<file path="src/rtl/hb_pkg.sv">
package hb_pkg;
  // bit 1: high-side gate, bit 0: low-side gate
  typedef enum logic [1:0] {
    LEG_OFF = 2'b00,
    LEG_LO  = 2'b01,
    LEG_HI  = 2'b10
  } leg_e;

  typedef struct packed {
    logic driveOk;   // supplies good, awake, no fault
    logic fastKill;  // zero-current float in fast decay
  } strobe_t;
endpackage

</file>
<file path="src/rtl/hb_ctrl.sv">
module hb_ctrl
  import hb_pkg::*;
#(
  parameter int unsigned WAKE = 100
) (
  input  logic    clk,
  input  logic    rstN,
  input  logic    runIn,
  input  logic    phaseIn,
  input  logic    enableIn,
  input  logic    decayIn,
  input  logic    zeroCur,
  input  logic    overTemp,
  input  logic    pumpLow,
  input  logic    regLow,
  input  logic    uvloIn,
  output strobe_t strb,
  output logic    pumpEn,
  output logic    lowSupplyEn
);
  localparam int unsigned WW = $clog2(WAKE + 1);
  localparam logic [WW-1:0] WAKE_LOAD = WW'(WAKE);

  logic [WW-1:0] wakeCnt;
  logic          phaseQ;
  logic          hizQ;
  logic          fastCombo;
  logic          anyFault;
  logic          awake;

  assign fastCombo = runIn && !enableIn && !decayIn;
  assign anyFault  = overTemp || pumpLow || regLow || uvloIn;
  assign awake     = runIn && (wakeCnt == '0);

  always_comb begin
    strb.driveOk  = awake && !anyFault;
    strb.fastKill = fastCombo && (zeroCur || (hizQ && (phaseIn == phaseQ)));
  end

  always_ff @(posedge clk or negedge rstN) begin
    if (!rstN) begin
      wakeCnt     <= WAKE_LOAD;
      phaseQ      <= 1'b0;
      hizQ        <= 1'b0;
      pumpEn      <= 1'b0;
      lowSupplyEn <= 1'b0;
    end else begin
      if (!runIn)              wakeCnt <= WAKE_LOAD;
      else if (wakeCnt != '0)  wakeCnt <= wakeCnt - 1'b1;
      phaseQ      <= phaseIn;
      hizQ        <= strb.fastKill;
      pumpEn      <= runIn;
      lowSupplyEn <= runIn;
    end
  end

  // the edge run rises on never finds the bridge allowed to drive
  p_wake_block_r9: assert property (@(posedge clk) disable iff (!rstN)
    $rose(runIn) |-> !strb.driveOk);

  // sleep drops the supply enables at the next edge
  p_sleep_supply_r6: assert property (@(posedge clk) disable iff (!rstN)
    !runIn |=> (!pumpEn && !lowSupplyEn));
endmodule

</file>
<file path="src/rtl/hb_leg.sv">
module hb_leg
  import hb_pkg::*;
#(
  parameter int unsigned DEAD = 3
) (
  input  logic clk,
  input  logic rstN,
  input  leg_e tgt,
  output leg_e cur
);
  localparam int unsigned CW = $clog2(DEAD + 1);
  localparam logic [CW-1:0] GAP_MAX = CW'(DEAD - 1);

  leg_e          lastSide;
  logic [CW-1:0] gap;

  always_ff @(posedge clk or negedge rstN) begin
    if (!rstN) begin
      cur      <= LEG_OFF;
      lastSide <= LEG_LO;
      gap      <= GAP_MAX;
    end else if (tgt == cur) begin
      if (cur == LEG_OFF && gap < GAP_MAX) gap <= gap + 1'b1;
    end else if (cur != LEG_OFF) begin
      cur      <= LEG_OFF;     // switching off is always safe
      lastSide <= cur;
      gap      <= '0;
    end else if (tgt == lastSide || gap >= GAP_MAX) begin
      cur <= tgt;
    end else begin
      gap <= gap + 1'b1;
    end
  end

  // a leg never steps straight from one side to the other
  p_no_shoot_r10: assert property (@(posedge clk) disable iff (!rstN)
    (cur == LEG_HI) |=> (cur != LEG_LO));
  p_no_shoot_b_r10: assert property (@(posedge clk) disable iff (!rstN)
    (cur == LEG_LO) |=> (cur != LEG_HI));
  // both gates of one leg are never on together
  p_enc_r11: assert property (@(posedge clk) disable iff (!rstN)
    cur != 2'b11);
endmodule

</file>
<file path="src/rtl/hb_path.sv">
module hb_path
  import hb_pkg::*;
#(
  parameter int unsigned DEAD = 3
) (
  input  logic    clk,
  input  logic    rstN,
  input  strobe_t strb,
  input  logic    phaseIn,
  input  logic    enableIn,
  input  logic    decayIn,
  output leg_e    legA,
  output leg_e    legB
);
  localparam int unsigned LEGS = 2;

  leg_e tgt [LEGS];
  leg_e cur [LEGS];

  always_comb begin
    if (!strb.driveOk || strb.fastKill) begin
      tgt[0] = LEG_OFF; tgt[1] = LEG_OFF;
    end else if (enableIn) begin
      tgt[0] = phaseIn ? LEG_HI : LEG_LO;
      tgt[1] = phaseIn ? LEG_LO : LEG_HI;
    end else if (decayIn) begin
      tgt[0] = LEG_LO; tgt[1] = LEG_LO;
    end else begin
      tgt[0] = phaseIn ? LEG_LO : LEG_HI;
      tgt[1] = phaseIn ? LEG_HI : LEG_LO;
    end
  end

  for (genvar g = 0; g < LEGS; g++) begin : gLeg
    hb_leg #(.DEAD(DEAD)) uLeg (
      .clk  (clk),
      .rstN (rstN),
      .tgt  (tgt[g]),
      .cur  (cur[g])
    );
  end

  assign legA = cur[0];
  assign legB = cur[1];

  // a gating strobe floats both legs by the next edge
  p_gate_off_r7: assert property (@(posedge clk) disable iff (!rstN)
    (!strb.driveOk || strb.fastKill) |=> (legA == LEG_OFF && legB == LEG_OFF));
endmodule

</file>
<file path="src/rtl/hbridge_core.sv">
module hbridge_core
  import hb_pkg::*;
#(
  parameter int unsigned CLK_HZ      = 100_000_000,
  parameter int unsigned WAKE_US     = 1000,
  parameter int unsigned DEAD_CYCLES = 3
) (
  input  logic clk,
  input  logic rstN,
  input  logic runIn,
  input  logic phaseIn,
  input  logic enableIn,
  input  logic decayIn,
  input  logic zeroCur,
  input  logic overTemp,
  input  logic pumpLow,
  input  logic regLow,
  input  logic uvloIn,
  output logic legAHi,
  output logic legALo,
  output logic legBHi,
  output logic legBLo,
  output logic pumpEn,
  output logic lowSupplyEn
);
  localparam int unsigned WAKE = (CLK_HZ / 1_000_000) * WAKE_US;

  strobe_t strb;
  leg_e    legA;
  leg_e    legB;

  hb_ctrl #(.WAKE(WAKE)) uCtrl (
    .clk         (clk),
    .rstN        (rstN),
    .runIn       (runIn),
    .phaseIn     (phaseIn),
    .enableIn    (enableIn),
    .decayIn     (decayIn),
    .zeroCur     (zeroCur),
    .overTemp    (overTemp),
    .pumpLow     (pumpLow),
    .regLow      (regLow),
    .uvloIn      (uvloIn),
    .strb        (strb),
    .pumpEn      (pumpEn),
    .lowSupplyEn (lowSupplyEn)
  );

  hb_path #(.DEAD(DEAD_CYCLES)) uPath (
    .clk      (clk),
    .rstN     (rstN),
    .strb     (strb),
    .phaseIn  (phaseIn),
    .enableIn (enableIn),
    .decayIn  (decayIn),
    .legA     (legA),
    .legB     (legB)
  );

  assign {legAHi, legALo} = legA;
  assign {legBHi, legBLo} = legB;
endmodule

</file>
<file path="config.mk">
export PLATFORM = sky130hd
export DESIGN_NAME = hbridge_core
export DESIGN_NICKNAME = d
export VERILOG_FILES = /design/src/rtl/hb_pkg.sv /design/src/rtl/hb_ctrl.sv /design/src/rtl/hb_leg.sv /design/src/rtl/hb_path.sv /design/src/rtl/hbridge_core.sv
export SDC_FILE = /design/constraint.sdc
export NUM_CORES = 1
export LEC_CHECK = 0
export BUFFER_PORTS_ARGS = -buffer_cell sky130_fd_sc_hd__buf_2
export CAP_MARGIN = 30
export CELL_PAD_IN_SITES_DETAIL_PLACEMENT = 0
export CELL_PAD_IN_SITES_GLOBAL_PLACEMENT = 1
export CORE_ASPECT_RATIO = 0.75
export CORE_UTILIZATION = 40
export DETAILED_ROUTE_END_ITERATION = 10
export PLACE_DENSITY_LB_ADDON = 0.1
export SLEW_MARGIN = 30
export SYNTH_ARGS = -nofsm -noshare
export SYNTH_HDL_FRONTEND = slang
export SYNTH_HIERARCHICAL = 1
export SYNTH_SLANG_ARGS = --single-unit
export TNS_END_PERCENT = 50
</file>
<file path="constraint.sdc">
create_clock -name clk -period 3.5 [get_ports clk]
set_input_delay 0.35 -clock clk [delete_from_list [all_inputs] [get_ports clk]]
set_output_delay 0.35 -clock clk [all_outputs]
set_load 0.02 [all_outputs]
</file>
# Word level (Yosys, flattened, before mapping)
# Index checks and enable logic that the tools add are counted.
[word_totals]
wordCells = 81
ff_bits = 32
mem_count = 0
output_inout_bits = 6
latch_bits = 0
ramBits = 0
mem_bits_ro = 0
input_bits = 11
[classes]
n_eq_ne = 10
n_reduce_logical = 33
multipliers = 0
shift = 0
n_addsub = 3
n_lt_le_gt_ge = 4
bitwise = 2
div_mod_pow = 0
mux = 19
[op_table]
columns = ["operator", "count"]
rows = [
  ["two-way mux 17 bit", 2],
  ["two-way mux 2 bit", 14],
  ["zero test 17 bit", 1],
  ["nonzero test 17 bit", 1],
  ["subtractor 17 x 1 -> 17 bit, second input constant", 1],
  ["two-way mux 4 bit", 3],
  ["AND reduction 2 bit", 6],
  ["equality test 2 bit", 4],
  ["logical AND 1 bit", 8],
  ["nonzero test 2 bit", 4],
  ["logical OR 1 bit", 7],
  ["!= test 2 x 1 -> 1 bit, second input constant", 3],
  ["!= test 3 bit, second input constant", 2],
  ["adder 2 x 1 -> 2 bit, second input constant", 2],
  [">= comparator 2 bit, second input constant", 2],
  ["zero test 1 bit", 4],
  ["zero test 2 bit", 2],
  ["< comparator 2 bit, second input constant", 2],
  ["inverter 1 bit", 2],
  ["equality test 1 bit", 1],
]

# Depth between registers and ports, before layout
# Gate-level depths: netlist of run 1.
[logic_depth]
depth_word = 13
ltp_mapped = 13
ltp_nobuf = 12

# Modules after synthesis
# The synthesis of run 1 kept the hierarchy.
[modules_own_cells]
columns = ["module", "area_each_um2", "cells_per_inst", "instances", "seq_area_each_um2"]
rows = [
  ["hb_ctrl", 1104.8, 110, 1, 508.0],
  ["hb_leg", 386.6, 40, 2, 152.6],
  ["hb_path", 58.8, 9, 1, 0.0],
]

# Worst setup path after synthesis of run 1
# No wires, ideal clock.
[synth_timing]
path_kind = "register to register"
from = "register uCtrl.wakeCnt[0]"
to = "register uPath.gLeg[1].uLeg.gap[0]"
setup_time_ns = 0.131
required_ns = 3.369
n_path_buf = 1
period_less_slack_ns = 2.923
path_stages_with_launch = 14
path_slack_ns = 0.577
arrival_time_ns = 2.792
path_cell_list = "dfrtp_1 inv_1 ha_1 nor3b_1 nand3_1 clkbuf_1 nor2_1 and3_1 nand2b_1 a21oi_1 xor2_1 o21ai_1 and4b_1 or3_1"
[synth_lines]
columns = ["item", "line", "source"]
rows = [
  ["start, declared", "hb_ctrl.sv:24", "logic [WW-1:0] wakeCnt;"],
  ["start signal, assigned", "hb_ctrl.sv:49", "else if (wakeCnt != '0) wakeCnt <= wakeCnt - 1'b1;"],
  ["end signal, assigned", "hb_leg.sv:23", "if (cur == LEG_OFF && gap < GAP_MAX) gap <= gap + 1'b1;"],
  ["end signal, assigned", "hb_leg.sv:31", "gap <= gap + 1'b1;"],
  ["end, declared", "hb_leg.sv:15", "logic [CW-1:0] gap;"],
]

==> qor.txt, run 1 <==
Initial antenna violation count -> 0
Sink Count -> 32
Critical path fanouts, max -> 8
Reg2reg start -> uCtrl/wakeCnt[11]
Multi-input logic area -> 1030 um2
Fillers -> 431
Die area -> 5130 um2
Largest net degree at the start of global routing -> 33
Area fraction of the dominant cell type after synthesis -> 28.4%
CTS clk-pin slew, worst paths -> 70 ps
DR WL/cell -> 13.7 um
Max Cap Viol -> 0
IO Count -> 17
RSZ-0062 raised after global routing -> false
Crit. End Element -> flop
Worst skew pair latency -> 280 ps
Synthesized Nets -> 213
Final Hold Fails -> 0
Max Transition Viols Final -> 0
Hold slack -> 117 ps
Fmax -> 322 MHz
Final period util -> 88.8%
Setup WS pre-CTS -> 390 ps
Fin Clk Skew -> 7.80 ps
DRT Wirelength -> 3760 um
Post-route ant nets -> 0
Detailed-route via count -> 1520
Leakage -> 0.885 nW
Primary FF master, synth -> dfrtp_1
Worst setup SP type -> flop
Slew @ Worst Pin -> 715 ps
Setup Buffers After CTS -> 0
Ranking of synthesized cells by area -> dfrtp_1, dfstp_2, nand2_1, a21oi_1, buf_6
Setup Viol. Count Final -> 0
Tot Pwr -> 0.775 mW
Worst-path cell with the longest stage delay -> nor4_2
Number of synthesized flops with an enable pin -> 0
CP max stage delay -> 480 ps
Die W -> 82.4 um
Hold Path Class -> primary input to async pin
Synthesized instance count -> 199
Cell area after synthesis -> 1940 um2
Required @ worst endpoint -> 3660 ps
Setup CP Type -> flop to flop
Nets -> 231
First-pass GRT wire length -> 6610 um
ANT cells -> 0
H-Tree Depth -> 2
# rows -> 21
Max clock buf depth -> 2
Via-to-Cell Ratio -> 5.53
Post-synth cell types -> 53
Hold buffers post-CTS -> 0
Rel. slew slack -> 52.3%
Final Critical Period -> 3110 ps
Vias in the first global route -> 1433
Global-route usage over all layers -> 17.1%
Core Region -> 4550 um2
Outcome -> completed
Die height -> 62.3 um
Hpwl dp -> 2650 um
Starting DRT DRC Count -> 56
Starting Density -> 42.6%
Setup_tns -> 0 ps
Largest area contributor in the netlist -> dfrtp_1
Synthesized area per cell -> 9.73 um2
Total iterations of the first detailed-routing run -> 4
Layout cell share with drive strength beyond 1 -> 24.3%
Final setup margin -> 391 ps
Maximum VDD drop -> 203 uV
Remaining DRCs -> 0
CTS tree -> built
Storage cell area -> 813 um2
RD Place Congestion -> 0.774
Grt ovf -> 0
CP Cell Sequence -> nor4_2, nand2_1, nor2_1, and3_1, nand2b_1, a21oi_1, xor2_1, o21ai_1, and4b_1, or3_1
P per Cell Area -> 364 nW/um2
Asr flop ratio synth -> 100%
Sequential share of the synthesized area -> 42.0%
Clock Tree Root -> clkbuf_8
Yosys warns -> 6
CTS Buf Count -> 5
Port bufs -> 16
Resized Gates After CTS -> 0
Area Overhead vs Synth -> 9.88%
Arrival @ worst endpoint -> 3270 ps
Critical path startpoint -> uCtrl/wakeCnt[11]
Flop and latch count out of synthesis -> 32
-- routing by layer --
metal	routed length, um	GRT usage (%)	vias to the layer above
met2	1650	24.6	28
li1	-	-	773
met4	39	4.61	0
met1	1910	23.6	715
met3	168	6.76	4
met5	0	0	-
-- registers in the layout, indices dropped and copies added, names as in the netlist --
signal and flops:
uCtrl/wakeCnt 17, uPath/gLeg.uLeg/cur 4, uPath/gLeg.uLeg/gap 4, uPath/gLeg.uLeg/lastSide 4
uCtrl/hizQ 1, uCtrl/lowSupplyEn 1, uCtrl/phaseQ 1
-- cell usage after synthesis, types with 4 or more instances --
library cell / instances
or3_1: 6
xnor2_1: 4
nor2_1: 11
nand3_1: 5
dfrtp_1: 22
o21ai_0: 6
buf_6: 4
a21oi_1: 9
nand2b_1: 4
nand2_1: 24
nor3_1: 6
inv_1: 7
dfstp_2: 10
a22o_2: 4
xor2_1: 4
or4_1: 5
o31ai_1: 5
-- kinds of logic (layout without fill, tap and decap cells) --
logic type      after synthesis  after routing  share of synthesized area [%]
simple gates                 92             92                           29.1
flops                        32             32                           42.0
compound gates               45             45                           16.0
xor+xnor                     10             10                           5.30
fa+ha+maj                     3              3                           1.94
buf+inv                      15             34                           4.65
mux                           2              2                           1.03
-- cell type report --
class | count | area share, %
clock buffer | 7 | 3.59
sequential | 32 | 38.2
inverter | 7 | 1.23
tap | 57 | 3.35
multi-input combinational | 152 | 48.6
timing repair buffer | 19 | 4.82
clock inverter | 1 | 0.235
-- where the power goes --
group / total (mW) / internal [mW] / switching [mW] / leakage [nW]
logic: 0.0850 / 0.0390 / 0.0459 / 0.442
registers: 0.415 / 0.390 / 0.0256 / 0.401
clock network: 0.275 / 0.139 / 0.135 / 0.0422
total: 0.775 / 0.568 / 0.207 / 0.885
-- worst max-delay path, delay by kind of cell, from the launching register on --
family | cells | cell delay [ps]
compound gates | 2 | 620
flops | 1 | 440
xor+xnor | 1 | 120
simple gates | 7 | 1790
-- stage by stage --
| stage | util (%) | area [um2] | std cells |
|---|---|---|---|
| 5_1_grt | 46.8 | 2130 | 275 |
| 2_1_floorplan | - | 1940 | 199 |
| 4_1_cts | 46.8 | 2130 | 275 |
| 3_3_place_gp | 45.0 | 2050 | 267 |
| 3_5_place_dp | 45.0 | 2050 | 267 |
| 6_report | 46.8 | 2130 | 275 |
-- cells in the final DEF, fill, tap and decap left out, types with 2 or more instances in the layout --
cell type,n
nand2_1,24
dfrtp_1,22
buf_2,16
nor2_1,11
dfstp_2,10
a21oi_1,9
inv_1,7
nor3_1,6
o21ai_0,6
or3_1,6
clkbuf_8,5
nand3_1,5
or4_1,5
o31ai_1,5
xnor2_1,4
nand2b_1,4
xor2_1,4
a22o_2,4
nand3b_1,3
and3b_1,3
a21boi_0,3
a21boi_1,3
a31oi_1,3
ha_1,3
buf_4,3
clkbuf_1,2
nor4_4,2
nor4_1,2
and3_1,2
nor4b_1,2
o22ai_1,2
mux2i_1,2
o21ai_1,2
xnor2_2,2
nand2_2,2
and4_4,2
and4b_1,2
and3_2,2
o22a_1,2
-- worst paths after layout --
check / slack (ps) / depth (start not counted) / endpoint
worst min-delay path: 120 / 1 / uCtrl/hizQ
worst max register to register: 390 / 10 / uPath/gLeg[0].uLeg/gap[0]
min in group clk: 250 / 1 / uCtrl/phaseQ
worst min register to register: 490 / 2 / uCtrl/wakeCnt[16]
max in group asynchronous: 2920 / 1 / uCtrl/lowSupplyEn
worst max-delay path: 390 / 10 / uPath/gLeg[0].uLeg/gap[0]
Power figures use the tool's default switching activity.
==> run 2, diff against run 1 <==
--- a/config.mk
+++ b/config.mk
@@ -5,13 +5,14 @@
 export SDC_FILE = /design/constraint.sdc
 export NUM_CORES = 1
 export LEC_CHECK = 0
-export BUFFER_PORTS_ARGS = -buffer_cell sky130_fd_sc_hd__buf_2
 export CAP_MARGIN = 30
 export CELL_PAD_IN_SITES_DETAIL_PLACEMENT = 0
 export CELL_PAD_IN_SITES_GLOBAL_PLACEMENT = 1
 export CORE_ASPECT_RATIO = 0.75
 export CORE_UTILIZATION = 40
+export CTS_CLUSTER_DIAMETER = 60
 export DETAILED_ROUTE_END_ITERATION = 10
+export DONT_BUFFER_PORTS = 1
 export PLACE_DENSITY_LB_ADDON = 0.1
 export SLEW_MARGIN = 30
 export SYNTH_ARGS = -nofsm -noshare
==> run 2 against run 1 <==
Compared with the run above: non-clock buffer count shrank 15; combinational power shrank 10%; sequential share of layout area increased by 0.90 points; clock power increased by 7.3%; register-to-register slack got worse by 120 ps; flip-flop and latch count unchanged; count of clock-buffer cells in the layout grew 1; fmax shrank 3.8%; sequential power about the same; critical path depth is the same; cell count fell by 5.5%; critical endpoint is now uPath/gLeg[1].uLeg/gap[0]; largest cell class unchanged.
==> qor.txt, run 2 (synthesized netlist as in run 1, its figures left out) <==
Max Transition Viols Final -> 0
Fin Clk Skew -> 2.68 ps
Die W -> 82.4 um
Dpl cells -> 250
IO Count -> 17
Maximum VDD drop -> 177 uV
Reg2reg end -> uPath/gLeg[1].uLeg/gap[0]
Commonest non-fill, non-tap cells in the layout -> nand2_1, dfrtp_1, nor2_1
Outcome -> completed
Die area -> 5130 um2
DR WL/cell -> 14.5 um
Remaining DRCs -> 0
Arrival @ worst endpoint -> 3400 ps
Slew @ Worst Pin -> 479 ps
Fmax -> 309 MHz
Die height -> 62.3 um
Rel. slew slack -> 68.1%
Starting DRT DRC Count -> 53
CTS tree -> built
Worst setup SP type -> flop
Critical path startpoint -> uCtrl/wakeCnt[11]
Worst-path cell with the longest stage delay -> nor4_2
Setup Viol. Count Final -> 0
# rows -> 21
Top routing layer in use -> met4
Fin util -> 45.7%
RD Place Congestion -> 0.791
Hpwl dp -> 2630 um
H-Tree Depth -> 2
RSZ-0062 raised after global routing -> true
M1 wire length -> 1880 um
Core Region -> 4550 um2
Leakage -> 0.827 nW
Reg2reg start -> uCtrl/wakeCnt[11]
Initial antenna violation count -> 0
Global-route usage over all layers -> 16.7%
Sink Count -> 32
Port bufs -> 0
Via-to-Cell Ratio -> 5.69
Setup_tns -> 0 ps
Crit. End Element -> flop
Max Cap Viol -> 0
DRT Wirelength -> 3770 um
CTS Buf Count -> 5
Origin of the worst min-delay path -> phaseIn
Final period util -> 92.4%
Layout cell share with drive strength beyond 1 -> 18.2%
Post-route ant nets -> 0
Max clock buf depth -> 2
Hold path endpoint -> uCtrl/phaseQ
Detailed-route via count -> 1479
CP Cell Sequence -> nor4_2, nand2_1, nor2_1, and3_1, nand2b_1, a21oi_1, xor2_1, o21ai_1, and4b_1, or3_1
Final Instance Count excl. Fillers -> 260
Worst skew pair latency -> 280 ps
Met2 wire len -> 1680 um
Required @ worst endpoint -> 3660 ps
Worst R2R Path Depth -> 10
CTS clk-pin slew, worst paths -> 70 ps
Area Overhead vs Synth -> 7.36%
Largest net degree at the start of global routing -> 33
Hold depth -> 0
Starting Density -> 42.6%
First-pass GRT wire length -> 6460 um
Total iterations of the first detailed-routing run -> 4
Most common cell after layout, fill and taps aside -> nand2_1
Clock Tree Root -> clkbuf_8
Max reg flops -> 17
Nets -> 216
Tot Pwr -> 0.789 mW
P per Cell Area -> 380 nW/um2
Vias in the first global route -> 1392
Hold Path Class -> primary input to flop
ANT cells -> 0
Final Hold Fails -> 0
Worst R2R Setup Slack -> 270 ps
Critical path fanouts, max -> 8
Largest Register -> uCtrl/wakeCnt
Setup Buffers After CTS -> 0
CP max stage delay -> 450 ps
Met3 WL -> 158 um
Final Critical Period -> 3230 ps
Setup CP Type -> flop to flop
Grt ovf -> 0
==> run 2: layer usage <==
layer  global-route usage, %  vias up
li1                        -      740
met1                    22.9      712
met2                    24.4       20
met3                    5.44        7
met4                    5.92        0
met5                       0        -
==> run 2: where the power goes <==
group          internal, mW  switching [mW]
logic                0.0375          0.0387
registers             0.390          0.0281
clock network         0.160           0.135
total                 0.588           0.202
==> run 2: layout make-up <==
class,count,area (um2)
clock buffer,8,90.1
fill,436,2470
inverter,7,26.3
multi-input combinational,152,1030
sequential,32,813
tap,57,71.3
timing repair buffer,4,45.0
==> run 2: worst max path at each step <==
stage                           endpoint  slack (ps)  cells past startpoint
6_report       uPath/gLeg[1].uLeg/gap[0]         270                     10
2_1_floorplan  uPath/gLeg[1].uLeg/gap[0]         580                     13
3_5_place_dp   uPath/gLeg[1].uLeg/gap[0]         300                     10
5_1_grt        uPath/gLeg[0].uLeg/gap[0]         -30                     10
4_1_cts        uPath/gLeg[1].uLeg/gap[0]         280                     10
3_3_place_gp   uPath/gLeg[1].uLeg/gap[0]         370                     10
==> run 2: stage by stage <==
| stage | area (um2) | setup slack, ps | hold slack (ps) |
|---|---|---|---|
| 6_report | 2080 | 266 | 92.4 |
| 5_1_grt | 2080 | -28.5 | 72.0 |
| 4_1_cts | 2080 | 284 | 82.9 |
| 3_5_place_dp | 1960 | 302 | 55.2 |
| 3_3_place_gp | 1960 | 368 | 55.1 |
| 2_1_floorplan | 1940 | 577 | 54.4 |
==> run 2: what timing repair did <==
action | in CTS | in global routing
gates resized for setup | 0 | 0
endpoints found under the setup margin | 0 | 2
hold buffers | 2 | 0
endpoints found under the hold margin | 32 | 0
==> run 2: critical path: cells and delay by family (launching register included) <==
| family | cells | cell delay, ps |
|---|---|---|
| AND/OR/NAND/NOR | 7 | 1900 |
| flip-flops | 1 | 440 |
| AO/OA/AOI/OAI | 2 | 650 |
| XOR/XNOR | 1 | 120 |
==> run 3, diff against run 2 <==
--- a/config.mk
+++ b/config.mk
@@ -13,6 +13,7 @@
 export CTS_CLUSTER_DIAMETER = 60
 export DETAILED_ROUTE_END_ITERATION = 10
 export DONT_BUFFER_PORTS = 1
+export GPL_TIMING_DRIVEN = 0
 export PLACE_DENSITY_LB_ADDON = 0.1
 export SLEW_MARGIN = 30
 export SYNTH_ARGS = -nofsm -noshare
==> run 3 against run 2 <==
Compared with the run above: register-to-register slack better by 30 ps; first-iteration DRC count increased by 17%; count of clock-buffer cells in the layout shrank 1; clock power fell by 7.1%; critical path depth grew 3; wire length is 6.1% higher; sequential power barely moved; sequential share of layout area shrank 1.2 points; worst hold slack improved by 2.5 ps; final area up 3.2%; fmax increased by 1.0%; global-route usage grew 0.83 points.
==> qor.txt, run 3 (synthesized netlist as in run 1, its figures left out) <==
Detailed-route via count -> 1549
Starting Density -> 42.6%
Final Critical Period -> 3200 ps
Setup CP Type -> flop to flop
Area Overhead vs Synth -> 10.8%
Max Transition Viols Final -> 0
Via-to-Cell Ratio -> 5.82
Top routing layer in use -> met4
Hold depth -> 0
RD Place Congestion -> 0.821
Worst skew pair latency -> 280 ps
Largest Register -> uCtrl/wakeCnt
# rows -> 21
Rel. slew slack -> 64.4%
Required @ worst endpoint -> 3650 ps
CTS Buf Count -> 5
IO Count -> 17
Largest net degree at the start of global routing -> 33
Layout cell share with drive strength beyond 1 -> 23.0%
Met2 wire len -> 1840 um
Max Cap Viol -> 0
Clock Tree Root -> clkbuf_8
DRT Wirelength -> 4000 um
Sink Count -> 32
Die W -> 82.4 um
Fillers -> 419
Post-route ant nets -> 0
Starting DRT DRC Count -> 62
Max reg flops -> 17
Commonest non-fill, non-tap cells in the layout -> nand2_1, dfrtp_1, nor2_1, dfstp_2
Hold Path Class -> primary input to flop
P per Cell Area -> 360 nW/um2
Remaining DRCs -> 0
M1 wire length -> 1960 um
Met3 WL -> 177 um
Final setup margin -> 298 ps
Core Region -> 4550 um2
DR WL/cell -> 15.0 um
First-pass GRT wire length -> 6910 um
Multi-input logic area -> 1060 um2
Die area -> 5130 um2
Worst R2R Path Depth -> 13
Dpl cells -> 256
Final period util -> 91.5%
Die height -> 62.3 um
Port bufs -> 0
Setup Viol. Count Final -> 0
Critical path fanouts, max -> 10
Setup WS pre-CTS -> -22.4 ps
Most common cell after layout, fill and taps aside -> nand2_1
Fmax -> 312 MHz
Leakage -> 0.851 nW
Initial antenna violation count -> 0
RSZ-0062 raised after global routing -> false
Outcome -> completed
CTS tree -> built
Hpwl dp -> 2700 um
Global-route usage over all layers -> 17.6%
Arrival @ worst endpoint -> 3350 ps
Final Hold Fails -> 0
CTS clk-pin slew, worst paths -> 70 ps
Maximum VDD drop -> 220 uV
Vias in the first global route -> 1510
Slew @ Worst Pin -> 534 ps
Total iterations of the first detailed-routing run -> 4
Final Instance Count excl. Fillers -> 266
Nets -> 222
Setup Buffers After CTS -> 0
Fin Clk Skew -> 8.98 ps
Storage cell area -> 813 um2
Crit. End Element -> flop
Area after DPL -> 2010 um2
Post-route cell area -> 2150 um2
Grt ovf -> 0
Worst setup SP type -> flop
H-Tree Depth -> 2
ANT cells -> 0
Max clock buf depth -> 2
==> run 3: cell types whose count changed in the layout (fill, tap and decap cells not counted), moves of 2 or more <==
cell      delta
clkbuf_1     +2
a21oi_1      -2
a21oi_2      +2
buf_6        +4
==> run 3: report_power, final <==
| part | switching (mW) | internal, mW | leakage (nW) |
|---|---|---|---|
| sequential | 0.0285 | 0.390 | 0.401 |
| clock | 0.134 | 0.140 | 0.0422 |
| combinational | 0.0417 | 0.0394 | 0.408 |
==> run 3: path summary, 6_finish.rpt <==
check,start,end,slack [ps]
max,uCtrl/wakeCnt[0],uPath/gLeg[0].uLeg/gap[0],300
min,runIn,uCtrl/lowSupplyEn,90
max reg2reg,uCtrl/wakeCnt[0],uPath/gLeg[0].uLeg/gap[0],300
min reg2reg,uCtrl/wakeCnt[16],uCtrl/wakeCnt[16],480
max in group asynchronous,rstN,uCtrl/wakeCnt[10],2710
min in group asynchronous,rstN,uPath/gLeg[1].uLeg/cur[1],550
==> run 3: cell type report <==
type	count	share of cell area [%]
inverters	7	1.22
clock inverters	1	0.233
clock buffers	7	3.56
multi-input cells	152	49.3
plain buffers	8	3.03
flip-flops and latches	32	37.9
well taps	57	3.32
repair buffers	2	1.40
==> run 3: metrics by stage <==
step	hold WS, ps	setup TNS [ps]	utilization, %	power [mW]
global route	70.0	0	47.2	0.821
global placement	55.2	0	44.2	0.489
CTS	83.2	0	46.8	0.784
floorplan	54.4	0	-	0.477
finish	94.9	0	47.2	0.773
detailed placement	55.0	-22.4	44.2	0.492
==> run 3: repair_timing <==
action | in CTS | in global routing
resized for setup | 2 | 7
setup endpoints to repair | 2 | 9
hold endpoints to repair | 32 | 0
hold buffers | 2 | 0
==> run 3: routing by layer <==
metal | vias up | GRT usage (%)
met1 | 761 | 23.7
met4 | 0 | 4.39
met3 | 4 | 5.44
li1 | 754 | -
met2 | 30 | 27.2
met5 | - | 0
==> run 3: worst max-delay path, cell delays in order (launching register included) <==
cell      delay, ps
dfrtp_1         460
inv_1            90
ha_1            190
nor3b_2         210
nand3_1         140
clkbuf_2        240
nor2_2          210
and3_1          210
nand2b_1        120
and3b_1         330
xnor2_2         150
nand2_2         140
and4_4          200
or3_1           360
